**src/rtl/cbdma_pkg.sv**
```systemverilog
package cbdma_pkg;
  localparam int WORD_W   = 32;
  localparam int CB_WORDS = 6;
  localparam int IDX_W    = $clog2(CB_WORDS);
  localparam int ROWS_W   = 15;

  typedef enum logic [1:0] {ADDR_CB, ADDR_SRC, ADDR_DST} addr_sel_e;

  typedef enum logic [3:0] {
    S_IDLE, S_FREQ, S_FWAIT, S_SETUP, S_WORD,
    S_RREQ, S_RWAIT, S_WREQ, S_ROW, S_BEND
  } state_e;

  typedef struct packed {
    logic             loadPtr;
    logic             capWord;
    logic [IDX_W-1:0] wordIdx;
    logic             setupBlk;
    logic             takeRead;
    logic             takeZero;
    logic             stepWord;
    logic             nextRow;
    logic             advBlock;
    addr_sel_e        addrSel;
  } strobe_t;

  typedef struct packed {
    logic hasWord;
    logic moreRows;
    logic srcIgn;
    logic dstIgn;
    logic intEn;
    logic nextZero;
    logic entryZero;
  } status_t;
endpackage

```
**src/rtl/cbdma_ctrl.sv**
```systemverilog
module cbdma_ctrl
  import cbdma_pkg::*;
(
  input  logic    clk,
  input  logic    rstN,
  input  logic    start,
  input  logic    chanEn,
  input  status_t st,
  input  logic    memGnt,
  input  logic    memRvalid,
  output strobe_t stb,
  output logic    memReq,
  output logic    memWe,
  output logic    blockEnd,
  output logic    irqReq,
  output logic    busy
);
  localparam logic [IDX_W-1:0] LAST_IDX = IDX_W'(CB_WORDS - 1);

  state_e state, nextState;
  logic [IDX_W-1:0] idx;

  always_ff @(posedge clk or negedge rstN) begin
    if (!rstN) begin
      state <= S_IDLE;
      idx   <= '0;
    end else begin
      state <= nextState;
      if (stb.loadPtr || stb.advBlock) idx <= '0;
      else if (stb.capWord)            idx <= idx + 1'b1;
    end
  end

  always_comb begin
    stb         = '0;
    stb.wordIdx = idx;
    stb.addrSel = ADDR_CB;
    memReq      = 1'b0;
    memWe       = 1'b0;
    blockEnd    = 1'b0;
    irqReq      = 1'b0;
    nextState   = state;
    unique case (state)
      S_IDLE: begin
        if (start && chanEn && !st.entryZero) begin
          stb.loadPtr = 1'b1;
          nextState   = S_FREQ;
        end
      end
      S_FREQ: begin
        memReq = 1'b1;
        if (memGnt) nextState = S_FWAIT;
      end
      S_FWAIT: begin
        if (memRvalid) begin
          stb.capWord = 1'b1;
          nextState   = (idx == LAST_IDX) ? S_SETUP : S_FREQ;
        end
      end
      S_SETUP: begin
        stb.setupBlk = 1'b1;
        nextState    = S_WORD;
      end
      S_WORD: begin
        if (!st.hasWord) begin
          nextState = S_ROW;
        end else if (st.srcIgn) begin
          stb.takeZero = 1'b1;
          nextState    = S_WREQ;
        end else begin
          nextState = S_RREQ;
        end
      end
      S_RREQ: begin
        stb.addrSel = ADDR_SRC;
        memReq      = 1'b1;
        if (memGnt) nextState = S_RWAIT;
      end
      S_RWAIT: begin
        if (memRvalid) begin
          stb.takeRead = 1'b1;
          nextState    = S_WREQ;
        end
      end
      S_WREQ: begin
        stb.addrSel = ADDR_DST;
        if (st.dstIgn) begin
          stb.stepWord = 1'b1;
          nextState    = S_WORD;
        end else begin
          memReq = 1'b1;
          memWe  = 1'b1;
          if (memGnt) begin
            stb.stepWord = 1'b1;
            nextState    = S_WORD;
          end
        end
      end
      S_ROW: begin
        if (st.moreRows) begin
          stb.nextRow = 1'b1;
          nextState   = S_WORD;
        end else begin
          nextState = S_BEND;
        end
      end
      S_BEND: begin
        stb.advBlock = 1'b1;
        blockEnd     = 1'b1;
        irqReq       = st.intEn;
        nextState    = (chanEn && !st.nextZero) ? S_FREQ : S_IDLE;
      end
      default: nextState = S_IDLE;
    endcase
  end

  assign busy = (state != S_IDLE);
endmodule

```
**src/rtl/cbdma_datapath.sv**
```systemverilog
module cbdma_datapath
  import cbdma_pkg::*;
#(
  parameter int AW = 32
) (
  input  logic              clk,
  input  logic              rstN,
  input  strobe_t           stb,
  input  logic [AW-1:0]     blockAddrIn,
  input  logic [WORD_W-1:0] memRdata,
  output logic [AW-1:0]     memAddr,
  output logic [WORD_W-1:0] memWdata,
  output status_t           st,
  output logic [AW-1:0]     curBlock,
  output logic [WORD_W-1:0] curInfo,
  output logic [AW-1:0]     curSrc,
  output logic [AW-1:0]     curDst,
  output logic [WORD_W-1:0] curLen,
  output logic [WORD_W-1:0] curStride,
  output logic [AW-1:0]     curNext
);
  localparam int HALF_W = WORD_W / 2;

  logic [WORD_W-1:0] bytesLeft, rowBytes, dataReg, nextBytes;
  logic [ROWS_W-1:0] rowsLeft;
  logic [AW-1:0]     srcStr, dstStr;
  logic              twoD;

  assign twoD      = curInfo[1];
  assign nextBytes = bytesLeft - WORD_W'(4);

  always_ff @(posedge clk or negedge rstN) begin
    if (!rstN) begin
      curBlock  <= '0;
      curInfo   <= '0;
      curSrc    <= '0;
      curDst    <= '0;
      curLen    <= '0;
      curStride <= '0;
      curNext   <= '0;
      bytesLeft <= '0;
      rowBytes  <= '0;
      rowsLeft  <= '0;
      srcStr    <= '0;
      dstStr    <= '0;
      dataReg   <= '0;
    end else begin
      if (stb.loadPtr)  curBlock <= blockAddrIn;
      if (stb.advBlock) curBlock <= curNext;
      if (stb.capWord) begin
        unique case (stb.wordIdx)
          IDX_W'(0): curInfo   <= memRdata;
          IDX_W'(1): curSrc    <= memRdata[AW-1:0];
          IDX_W'(2): curDst    <= memRdata[AW-1:0];
          IDX_W'(3): curLen    <= memRdata;
          IDX_W'(4): curStride <= memRdata;
          default:   curNext   <= memRdata[AW-1:0];
        endcase
      end
      if (stb.setupBlk) begin
        if (twoD) begin
          rowsLeft  <= ROWS_W'({1'b0, curLen[29:16]}) + 1'b1;
          rowBytes  <= WORD_W'(curLen[HALF_W-1:0]);
          bytesLeft <= WORD_W'(curLen[HALF_W-1:0]);
          srcStr    <= AW'($signed(curStride[HALF_W-1:0]));
          dstStr    <= AW'($signed(curStride[WORD_W-1:HALF_W]));
        end else begin
          rowsLeft  <= ROWS_W'(1);
          rowBytes  <= curLen;
          bytesLeft <= curLen;
          srcStr    <= '0;
          dstStr    <= '0;
        end
      end
      if (stb.takeRead) dataReg <= memRdata;
      if (stb.takeZero) dataReg <= '0;
      if (stb.stepWord) begin
        bytesLeft <= nextBytes;
        if (curInfo[8]) curSrc <= curSrc + AW'(4);
        if (curInfo[4]) curDst <= curDst + AW'(4);
        curLen <= twoD ? {HALF_W'(rowsLeft), nextBytes[HALF_W-1:0]} : nextBytes;
      end
      if (stb.nextRow) begin
        curSrc    <= curSrc + srcStr;
        curDst    <= curDst + dstStr;
        bytesLeft <= rowBytes;
        rowsLeft  <= rowsLeft - 1'b1;
      end
    end
  end

  always_comb begin
    unique case (stb.addrSel)
      ADDR_SRC: memAddr = curSrc;
      ADDR_DST: memAddr = curDst;
      default:  memAddr = curBlock + AW'({stb.wordIdx, 2'b00});
    endcase
  end

  assign memWdata     = dataReg;
  assign st.hasWord   = (bytesLeft >= WORD_W'(4));
  assign st.moreRows  = (rowsLeft > ROWS_W'(1));
  assign st.srcIgn    = curInfo[11];
  assign st.dstIgn    = curInfo[7];
  assign st.intEn     = curInfo[0];
  assign st.nextZero  = (curNext == '0);
  assign st.entryZero = (blockAddrIn == '0);
endmodule

```
**src/rtl/cbdma_engine.sv**
```systemverilog
module cbdma_engine
  import cbdma_pkg::*;
#(
  parameter int AW = 32
) (
  input  logic              clk,
  input  logic              rstN,
  input  logic              start,
  input  logic              chanEn,
  input  logic [AW-1:0]     blockAddrIn,
  output logic              memReq,
  output logic              memWe,
  output logic [AW-1:0]     memAddr,
  output logic [WORD_W-1:0] memWdata,
  input  logic              memGnt,
  input  logic              memRvalid,
  input  logic [WORD_W-1:0] memRdata,
  output logic              busy,
  output logic              blockEnd,
  output logic              irqReq,
  output logic [AW-1:0]     curBlock,
  output logic [WORD_W-1:0] curInfo,
  output logic [AW-1:0]     curSrc,
  output logic [AW-1:0]     curDst,
  output logic [WORD_W-1:0] curLen,
  output logic [WORD_W-1:0] curStride,
  output logic [AW-1:0]     curNext
);
  strobe_t stb;
  status_t st;

  cbdma_ctrl u_ctrl (
    .clk(clk), .rstN(rstN), .start(start), .chanEn(chanEn), .st(st),
    .memGnt(memGnt), .memRvalid(memRvalid), .stb(stb), .memReq(memReq),
    .memWe(memWe), .blockEnd(blockEnd), .irqReq(irqReq), .busy(busy)
  );

  cbdma_datapath #(.AW(AW)) u_dp (
    .clk(clk), .rstN(rstN), .stb(stb), .blockAddrIn(blockAddrIn),
    .memRdata(memRdata), .memAddr(memAddr), .memWdata(memWdata), .st(st),
    .curBlock(curBlock), .curInfo(curInfo), .curSrc(curSrc), .curDst(curDst),
    .curLen(curLen), .curStride(curStride), .curNext(curNext)
  );
endmodule

```
**config.mk**
```make
export PLATFORM = sky130hd
export DESIGN_NAME = cbdma_engine
export DESIGN_NICKNAME = d
export VERILOG_FILES = /design/src/rtl/cbdma_pkg.sv /design/src/rtl/cbdma_ctrl.sv /design/src/rtl/cbdma_datapath.sv /design/src/rtl/cbdma_engine.sv
export SDC_FILE = /design/constraint.sdc
export NUM_CORES = 1
export LEC_CHECK = 0
export BUFFER_PORTS_ARGS = -buffer_cell sky130_fd_sc_hd__buf_2
export CAP_MARGIN = 10
export CORE_MARGIN = 1.5
export CORE_UTILIZATION = 50
export CTS_CLUSTER_SIZE = 14
export DETAILED_ROUTE_END_ITERATION = 16
export PLACE_DENSITY = 0.74
export SYNTH_ARGS = -nofsm -noshare
export SYNTH_HDL_FRONTEND = slang
export SYNTH_SLANG_ARGS = --single-unit
```
**constraint.sdc**
```tcl
create_clock -name clk -period 4.2 [get_ports clk]
set_input_delay 0.84 -clock clk [delete_from_list [all_inputs] [get_ports clk]]
set_output_delay 0.84 -clock clk [all_outputs]
set_load 0.005 [all_outputs]
```
After elaboration in Yosys (flattened, before gate mapping)

Index checks and enable logic that the tools add are counted.

Bits in registers: 406
Latch bits: 0
RAM bits: 0
ROM bits: 0
Input port bits: 70
Output and inout bits: 293
Logic and storage cells: 137
Memories: 0

Add/subtract/negate cells: 9
$mul: 0
Divide/modulo/power cells: 0
$lt $le $gt $ge: 2
Eq/ne operators: 22
Shifts and indexed selects: 0
Multiplexer cells: 63
Bitwise operators: 1
Reductions and logical operators: 25

Operators by type and width:

| kind                    | number |
|---|---|
| $mux W32                | 24 |
| $add A32 B3 Y32 const B | 2 |
| $add A32 B32 Y32        | 2 |
| $logic_not A32 Y1       | 2 |
| $pmux W32 S2            | 1 |
| $mux W15                | 3 |
| $pmux W4 S10            | 1 |
| $mux W4                 | 9 |
| $add A32 B5 Y32         | 1 |
| $ge A32 B3 Y1 const B   | 1 |
| $sub A32 B3 Y32 const B | 1 |
| $mux W1                 | 19 |
| $eq A4 B3 Y1 const B    | 4 |
| $add A14 B1 Y15 const B | 1 |
| $gt A15 B1 Y1 const B   | 1 |
| $sub A15 B1 Y15 const B | 1 |
| $reduce_bool A2 Y1      | 6 |
| $eq A4 B2 Y1 const B    | 2 |
| $eq A4 B4 Y1 const B    | 2 |
| $ne A2 B2 Y1 const B    | 4 |
| $reduce_and A2 Y1       | 4 |
| $eq A3 B2 Y1 const B    | 2 |
| $eq A3 B3 Y1 const B    | 2 |
| $mux W3                 | 2 |
| other kinds (21)        | 25 |

Longest topological paths before layout

Gate-level depths: netlist of the first run.

Word-level depth: 7
Depth in mapped cells: 12
Depth with buffers taken out: 12

Hierarchy

A second synthesis of the first run with hierarchy kept.

Cells, all modules: 2597
Area, all modules: 23293.6 sq um

Modules (own cells, without submodules):

| module         | instances | cells each | area an instance (sq um) |
|---|---|---|---|
| cbdma_datapath | 1         | 2521       | 22685.5 |
| cbdma_ctrl     | 1         | 76         | 608.1 |

Worst setup path after synthesis of the first run

Ideal clock, no wire load.

Path kind: reg-to-output
Start point: register u_ctrl.idx[0]
End point: output memAddr[30]
Arrival time: 2.263 ns
Setup slack: 1.097 ns
Cell stages (with the launch flop): 12
Path buffers: 0
Cells stage by stage: dfrtp_1 -> ha_1 -> inv_1 -> fa_1 -> inv_1 -> a21oi_1 -> nor2_1 -> inv_1 -> nor3_1 -> nand3_1 -> xor2_1 -> a21oi_1

Longest elaborated chain between the ends: 2

Ends and longest elaborated chain:

| what                     | RTL line             | RTL |
|---|---|---|
| start: declaration       | cbdma_ctrl.sv:21     | `logic [IDX_W-1:0] idx;` |
| start signal: assignment | cbdma_ctrl.sv:30     | `else if (stb.capWord) idx <= idx + 1'b1;` |
| $add A32 B5 Y32          | cbdma_datapath.sv:96 | `default: memAddr = curBlock + AW'({stb.wordIdx, 2'b00});` |
| $pmux W32 S2             | cbdma_datapath.sv:93 | `unique case (stb.addrSel)` |
| end: declaration         | cbdma_engine.sv:13   | `output logic [AW-1:0] memAddr,` |

No other way between the ends.

Final worst setup path of the first run

Start point: register u_ctrl.idx[0]
End point: output memAddr[26]

Same word-level chain as after synthesis.

==> results of run 1 <==
## through the flow
step / setup slack [ps] / utilization, % / cells
2_1_floorplan: 1100 / - / 2487
3_3_place_gp: 696 / 56.7 / 3338
3_5_place_dp: 519 / 56.7 / 3338
4_1_cts: 84.0 / 59.9 / 3414
5_1_grt: 34.0 / 59.9 / 3414
6_report: 249 / 59.9 / 3418
## cells in the final DEF, fill, tap and decap left out, types with 61 or more instances in the layout
cell type,netlist,routed
a21oi_1,268,268
buf_2,6,361
dfrtp_1,374,373
ha_1,79,78
mux2_2,96,96
nand2_1,348,347
nand3_1,103,102
nor2_1,222,217
o21ai_0,104,104
xnor2_1,61,61
xor2_1,65,65
## how the worst max path moves through the flow
stage | cells after the start | end
after floorplan | 11 | memAddr[30]
after detailed placement | 12 | memAddr[26]
after global routing | 12 | memAddr[30]
after global placement | 12 | memAddr[30]
after CTS | 12 | memAddr[26]
final | 12 | memAddr[26]
## power breakdown
part           switching [mW]  total (mW)  internal [mW]
sequential               2.37        7.62           5.25
clock                    1.58        3.71           2.13
combinational            6.10        10.9           4.82
total                    10.1        22.3           12.2
## worst register-to-register path: cells and delay by family (launching register included)
kind / cells / cell delay [ps]
AO/OA/AOI/OAI: 3 / 1030
adder cells (fa/ha/maj): 1 / 310
flip-flops: 1 / 570
AND/OR/NAND/NOR: 5 / 1510
## registers in the layout (all words and copies together) (netlist names)
register / cells
u_dp.curBlock: 32
u_dp.rowsLeft: 15
u_ctrl.idx: 3
u_dp.curSrc: 32
u_dp.bytesLeft: 32
u_dp.curInfo: 32
u_dp.memWdata: 32
u_dp.curNext: 32
u_dp.curDst: 32
u_dp.srcStr: 16
u_dp.curLen: 32
u_ctrl.state: 4
u_dp.dstStr: 16
u_dp.curStride: 32
u_dp.rowBytes: 32
## cells by family (layout without fill, tap and decap cells)
group | after synthesis | after routing | synth area share (%)
and+or+nand+nor | 887 | 887 | 18.1
AOI/OAI and AO/OA | 696 | 696 | 20.0
DFF | 374 | 374 | 42.2
buffers and inverters | 181 | 523 | 3.10
muxes | 141 | 141 | 6.90
xor gates and xnor gates | 126 | 126 | 4.97
adders and majority gates | 82 | 82 | 4.73
other | 0 | 4 | 0
## per-layer routing
layer	track usage (%)	wire, µm	up-vias
li1	-	-	9712
met1	46.5	32000	10600
met2	57.1	37800	1162
met3	7.07	8040	256
met4	20.5	4840	2
met5	0	12	-
## what timing repair did
| item | CTS | global route |
|---|---|---|
| pin swaps | 0 | 0 |
| resized for setup | 1 | 3 |
| setup endpoints to repair | 4 | 14 |
## final cells by class
cell class	count	area [µm²]
inverter	42	158
tap	585	732
clock buffer	56	1150
timing repair buffer	405	2210
clock inverter	20	211
sequential	374	9360
multi-input combinational	1932	12200
antenna	4	10.0
fill	3856	17400
==> flow_summary.json, run 1 <==
{
  "syn_area_mm2": 0.0222,
  "synth_seq_area_share_pct": 42.2,
  "synthArstFlopShare_pct": 100,
  "clkLatencyLatePin_ps": 580,
  "post_cts_buffers": 0,
  "synth_seq_cells": 374,
  "clockBufferDepth": 3,
  "dieHeight_um": 214,
  "synth_most_common_cell": "dfrtp_1",
  "cts_root_buffer": "clkbuf_16",
  "crit_family": "simple AND/OR/NAND/NOR gates",
  "timing.slew.headroom_pct": 21.2,
  "postSynth.topFlopCell": "dfrtp_1",
  "grt_pass1_vias": 20500,
  "yosys.area.top_type_share_pct": 42.2,
  "required_ps": 3360,
  "startpoint": "u_ctrl.idx[0]",
  "critPathMaxFanout": 5,
  "cp_data_arrival_time_ps": 3110,
  "dieWidth_um": 214,
  "cts_made_buffers": 42,
  "cap_violations": 0,
  "setup_violations": 0,
  "htree_levels": 2,
  "tritoncts": "built",
  "drt_iter0_markers": 2556,
  "start_util_pct": 51.1,
  "avgSynthCellArea_um2": 8.92,
  "core_area_mm2": 0.0435,
  "drt-wirelength-per-cell_um": 24.2,
  "cts.sinks": 374,
  "synth.net_count": 2639,
  "wl_um": 82700,
  "finalPower_mw": 22.3,
  "grt_overflow": 0,
  "end_kind": "output port",
  "hold_buffers": 0,
  "gp_congestion": 0.985,
  "cpPeakStageDelay_ps": 410,
  "leakagePower_nw": 12.0,
  "pin_count": 363,
  "power.density_mw_per_mm2": 854,
  "areaGrowthSynthToFinish_pct": 17.4,
  "dieArea_mm2": 0.0456,
  "fin_nets": 2949,
  "fin_tns_setup_ps": 0,
  "num_rows": 76,
  "yosys-top-cells-count": "dfrtp_1, nand2_1, a21oi_1",
  "place_area_mm2": 0.0246,
  "r2r_setup_slack_ps": 710,
  "antenna_found_initial": 9,
  "finalCritPeriodShare_pct": 94.1,
  "hpwl_um": 58900,
  "grt_pass1_wl_um": 124000,
  "fmax_mhz": 253,
  "synth_cells": 2487,
  "port_buffers": 362,
  "ff2ff_path_depth": 9,
  "final_area_mm2": 0.0260,
  "yosys_warnings": 0,
  "vias": 21800,
  "r2r_end": "u_dp.curDst[30]",
  "synth.distinct_cells": 72,
  "synth_area_leader_cell": "dfrtp_1",
  "critPathBufInv": 4,
  "rsz0062_at_grt": "false",
  "path_class": "flip-flop to output port",
  "hold_viol_final": 0,
  "ir_drop_v": 0.000655,
  "skew_ps": 16.1,
  "synth_area_leaders": "dfrtp_1, a21oi_1, nand2_1",
  "vias_per_cell": 6.36,
  "hold_ws_ps": 280,
  "min_period_ps": 3950,
  "ant_nets": 0,
  "reg2reg_from": "u_dp.curDst[3]",
  "drive_above_1_share_pct": 21.1,
  "grt_util_all_layers_pct": 36.1,
  "synth_edf_count": 0,
  "grt_max_degree": 93,
  "slew_violations": 0,
  "drc_errors": 0,
  "cts.reportedPaths.clkPinSlew_ps": 60,
  "worst_slew_pin_slew_ps": 1180,
  "path_common_cell": "inv_1",
  "status": "finished clean",
  "dr.pass1.iters": 6,
  "crit_chain": "ha_1 > inv_1 > fa_1 > inv_1 > a21oi_1 > nor2_2 > inv_1 > nor3_4 > nand3_1 > xor2_1 > a21oi_1 > buf_2",
  "crit_path_start_kind": "flip-flop",
  "slowest_stage": "fa_1",
  "hp-class": "input port to asynchronous set/reset pin"
}
Note: power is estimated with default switching activity, not from simulation.
==> inputs of run 2 (changes only) <==
CORE_UTILIZATION = 58   (was 50)
PLACE_DENSITY = 0.84   (was 0.74)
SLEW_MARGIN = 15   (was not set)
==> run 2 against run 1 <==
- core utilization grew 9.2 points
- sequential power barely moved
- routed wire length down 2.4%
- die area fell by 14%
- non-clock buffer count shrank 5
- cell area barely moved
- critical path depth did not move
- clock skew down 2.1 ps
- clock-buffer cell count shrank 1
==> flow_summary.json, run 2 (synthesis results as in run 1) <==
{
  "hold_buffers": 0,
  "vias": 22100,
  "antenna_found_initial": 4,
  "cp_data_arrival_time_ps": 3080,
  "htree_levels": 2,
  "cts_root_buffer": "clkbuf_16",
  "power.density_mw_per_mm2": 864,
  "path_class": "flip-flop to output port",
  "status": "finished clean",
  "port_buffers": 362,
  "fin_tns_setup_ps": 0,
  "post_cts_buffers": 0,
  "cts.reportedPaths.clkPinSlew_ps": 60,
  "critPathMaxFanout": 5,
  "clockBufferDepth": 3,
  "leakagePower_nw": 12.0,
  "drive_above_1_share_pct": 21.1,
  "setup_violations": 0,
  "end_kind": "output port",
  "crit_path_start_kind": "flip-flop",
  "vias_per_cell": 6.62,
  "worst_slew_pin_slew_ps": 1220,
  "layout_common_cells": "dfrtp_1, buf_2, nand2_1, a21oi_1, nor2_1",
  "start_util_pct": 58.9,
  "cts_made_buffers": 42,
  "fin_nets": 2944,
  "min_period_ps": 3920,
  "hpwl_um": 56900,
  "drc_errors": 0,
  "clkLatencyLatePin_ps": 560,
  "grt_max_degree": 91,
  "gp_congestion": 0.992,
  "core_area_mm2": 0.0377,
  "grt_overflow": 0,
  "pin_count": 363,
  "ant_nets": 0,
  "finalCritPeriodShare_pct": 93.4,
  "ir_drop_v": 0.000438,
  "final_common_cell": "dfrtp_1",
  "areaGrowthSynthToFinish_pct": 17.4,
  "tritoncts": "built",
  "rsz0062_at_grt": "false",
  "grt_pass1_vias": 21000,
  "drt_iter0_markers": 2070,
  "fmax_mhz": 255,
  "dieHeight_um": 199,
  "hold_viol_final": 0,
  "dieArea_mm2": 0.0394,
  "grt_pass1_wl_um": 121000,
  "drt-wirelength-per-cell_um": 24.2,
  "cts.sinks": 374,
  "hp-class": "input port to asynchronous set/reset pin",
  "dr.pass1.iters": 6,
  "num_rows": 71,
  "cap_violations": 0,
  "wl_um": 80700,
  "dp.cells": 3259,
  "skew_ps": 14.0,
  "stdcell_count": 3337,
  "dieWidth_um": 199,
  "slew_violations": 0,
  "grt_util_all_layers_pct": 40.5,
  "required_ps": 3360,
  "timing.slew.headroom_pct": 18.5
}
==> run 2: changes by cell type in the layout (fill, tap and decap cells not counted), sizes merged <==
cell / change
clkinv: +3
clkbuf: -1
inv: -2
clkinvlp: -3
bufinv: +4
buf: -5
diode: -3
==> run 2: stage by stage <==
step	power, mW	hold slack (ps)	setup slack [ps]	area, µm²	util (%)
2_1_floorplan	13.9	443	1100	22200	-
3_3_place_gp	17.8	458	667	24500	65.1
3_5_place_dp	18.2	461	529	24500	65.1
4_1_cts	22.2	295	150	26000	69.1
5_1_grt	23.8	308	98.4	26000	69.1
6_report	22.5	263	276	26000	69.1
==> run 2: final cells by class <==
type / count / area [µm²]
inverter: 42 / 158
tap: 511 / 639
sequential: 374 / 9360
clock buffer: 55 / 1190
clock inverter: 22 / 314
antenna: 1 / 2.50
fill: 2982 / 11600
multi-input combinational: 1932 / 12200
timing repair buffer: 400 / 2160
==> run 2: timing repair <==
action | CTS | global route
cloned | 0 | 0
resized for setup | 1 | 4
endpoints found under the setup margin | 4 | 14
==> run 2: worst max-delay path: stages (launching register included) <==
cell	delay, ps
dfrtp_1	400
ha_1	200
inv_1	60
fa_1	410
inv_1	70
a21oi_1	120
nor2_2	210
inv_1	170
nor3_4	300
nand3_1	130
xor2_1	160
a21oi_1	170
buf_2	130
==> run 2: path summary, 6_finish.rpt <==
| path | slack, ps | cells after the start | start | end |
|---|---|---|---|---|
| min in group clk | 470 | 2 | u_dp.dstStr[2] | u_dp.dstStr[2] |
| worst max-delay path | 280 | 12 | u_ctrl.idx[0] | memAddr[28] |
| worst min register to register | 470 | 2 | u_dp.dstStr[2] | u_dp.dstStr[2] |
| max in group asynchronous | 2920 | 2 | rstN | u_dp.curLen[0] |
| worst max register to register | 680 | 8 | u_dp.rowsLeft[7] | u_dp.bytesLeft[25] |
| worst min-delay path | 260 | 1 | rstN | u_dp.curBlock[22] |
==> run 2: power by group <==
group	internal, mW	leakage [nW]	switching, mW
Clock	2.44	0.746	1.57
Sequential	5.25	4.61	2.36
Combinational	4.80	6.69	6.08
Total	12.5	12.0	10.0
==> run 2: per-layer routing <==
metal	wire [µm]	track usage (%)	vias to the layer above	part of all wire, %
met1	29900	50.8	10700	37
met4	6220	28.4	2	7.7
li1	-	-	9700	-
met3	8220	8.12	345	10
met2	36300	62.9	1337	45
met5	12	0	-	0.015
==> inputs of run 3 (changes only) <==
--- a/config.mk
+++ b/config.mk
@@ -12,4 +12,5 @@
 export CTS_CLUSTER_SIZE = 14
 export DETAILED_ROUTE_END_ITERATION = 16
+export GPL_TIMING_DRIVEN = 0
 export PLACE_DENSITY = 0.84
 export SLEW_MARGIN = 15
==> constraint.sdc (replaced) <==
create_clock -name clk -period 4.2 [get_ports clk]
set_input_delay 0.84 -clock clk [delete_from_list [all_inputs] [get_ports clk]]
set_output_delay 0.84 -clock clk [all_outputs]
set_load 0.1 [all_outputs]
==> run 3 against run 2 <==
- the flow now finishes with violations (negative setup slack)
- hold slack lost 110 ps
- clock-buffer cell count grew 2
- register-to-register slack lost 690 ps
- fmax shrank 6.8%
==> flow_summary.json, run 3 (synthesis results as in run 1) <==
{
  "drive_above_1_share_pct": 20.5,
  "setup_violations": 1,
  "min_period_ps": 4210,
  "violations": "negative setup slack",
  "gp_congestion": 1.02,
  "final_area_mm2": 0.0266,
  "antenna_found_initial": 2,
  "fmax_mhz": 238,
  "worst_slew_pin_slew_ps": 1430,
  "final_common_cell": "dfrtp_1",
  "dieArea_mm2": 0.0394,
  "clockBufferDepth": 3,
  "drt-wirelength-per-cell_um": 26.2,
  "tritoncts": "built",
  "dieHeight_um": 199,
  "cts.sinks": 374,
  "grt_max_degree": 98,
  "path_class": "flip-flop to flip-flop",
  "start_util_pct": 58.9,
  "dr.pass1.iters": 7,
  "required_ps": 4660,
  "clkLatencyLatePin_ps": 600,
  "wl_um": 90200,
  "pin_count": 363,
  "htree_levels": 2,
  "end_kind": "flip-flop",
  "core_area_mm2": 0.0377,
  "cts_made_buffers": 42,
  "fillers": 3033,
  "ant_nets": 0,
  "crit_path_start_kind": "flip-flop",
  "drt_iter0_markers": 2657,
  "grt_util_all_layers_pct": 45.4,
  "status": "complete, but fails checks",
  "hpwl_um": 66200,
  "port_buffers": 362,
  "fin_nets": 3048,
  "place_area_mm2": 0.0249,
  "vias_per_cell": 6.73,
  "grt_pass1_vias": 22200,
  "cp_data_arrival_time_ps": 4670,
  "skew_ps": 17.7,
  "timing.slew.headroom_pct": 4.72,
  "hold_viol_final": 0,
  "grt_overflow": 0,
  "finalCritPeriodShare_pct": 100,
  "cts.reportedPaths.clkPinSlew_ps": 60,
  "hp-class": "input port to asynchronous set/reset pin",
  "cts_root_buffer": "clkbuf_16",
  "worst_slack_ps": -9.79,
  "vias": 23200,
  "dieWidth_um": 199,
  "layout_common_cells": "dfrtp_1, nand2_1, buf_2, a21oi_1, nor2_1",
  "num_rows": 71,
  "cap_violations": 0,
  "areaGrowthSynthToFinish_pct": 19.8,
  "critPathMaxFanout": 10,
  "grt_pass1_wl_um": 132000,
  "fin_tns_setup_ps": -9.79,
  "slew_violations": 0,
  "drc_errors": 0,
  "hold_buffers": 0
}
-- run 3: cell types whose count changed in the layout (fill, tap and decap cells not counted), sizes merged --
cell	change
clkbuf	+113
buf	-8
clkinv	-7
inv	+3
clkinvlp	+2
diode	+2
bufinv	-1
clkdlybuf4s15	+1
-- run 3: repair_timing --
item | 4_1_cts | 5_1_grt
buffers inserted | 0 | 2
pin swaps | 0 | 2
gates resized for setup | 37 | 32
setup endpoints to repair | 34 | 35
endpoints found under the hold margin | 0 | 0
-- run 3: layout make-up --
cell class	count	area (µm²)	area share (%)
antenna	3	7.51	0.0283
buffer	136	534	2.01
clock buffer	57	1220	4.58
clock inverter	19	275	1.04
inverter	42	158	0.593
multi-input combinational	1932	12300	46.4
sequential	374	9360	35.2
tap	511	639	2.41
timing repair buffer	368	2050	7.70
-- run 3: stage by stage --
step / cells / hold WS, ps / setup slack [ps] / utilization, %
after global placement: 3360 / 460 / -5610 / 65.7
final: 3442 / 155 / -9.79 / 70.5
after CTS: 3439 / 197 / 0.806 / 70.3
after detailed placement: 3364 / 464 / -71.5 / 66.1
after floorplan: 2487 / 443 / -385 / -
after global routing: 3439 / 201 / -17.6 / 70.5
-- run 3: final timing paths --
| path | startpoint | end | slack, ps | depth (start not counted) |
|---|---|---|---|---|
| max reg2reg | u_dp.rowsLeft[7] | u_dp.bytesLeft[18] | -10 | 9 |
| min | rstN | u_dp.rowBytes[26] | 160 | 1 |
| max | u_dp.rowsLeft[7] | u_dp.bytesLeft[18] | -10 | 9 |
| max in group asynchronous | rstN | u_dp.curBlock[3] | 2390 | 4 |
| min in group clk | u_dp.dstStr[4] | u_dp.dstStr[4] | 470 | 2 |
| min reg2reg | u_dp.dstStr[4] | u_dp.dstStr[4] | 470 | 2 |
-- run 3: worst max-delay path, cell delays in order, from the launching register on --
cell	delay [ps]
dfrtp_1	440
or4_1	580
nor3b_1	400
o211ai_1	290
and3b_1	320
clkbuf_1	400
clkbuf_1	450
clkbuf_1	610
a22oi_1	470
nand2_1	100
-- run 3: layer usage --
layer / GRT usage [%] / wire [µm] / vias to the layer above
li1: - / - / 9894
met2: 68.1 / 39500 / 1679
met5: 0 / 16 / -
met1: 55.8 / 32200 / 11100
met3: 12.3 / 10800 / 453
met4: 34.5 / 7620 / 2
Power of run 3 is not shown: default switching activity piles up to over one toggle a cycle in this logic, so the estimate is an artifact.
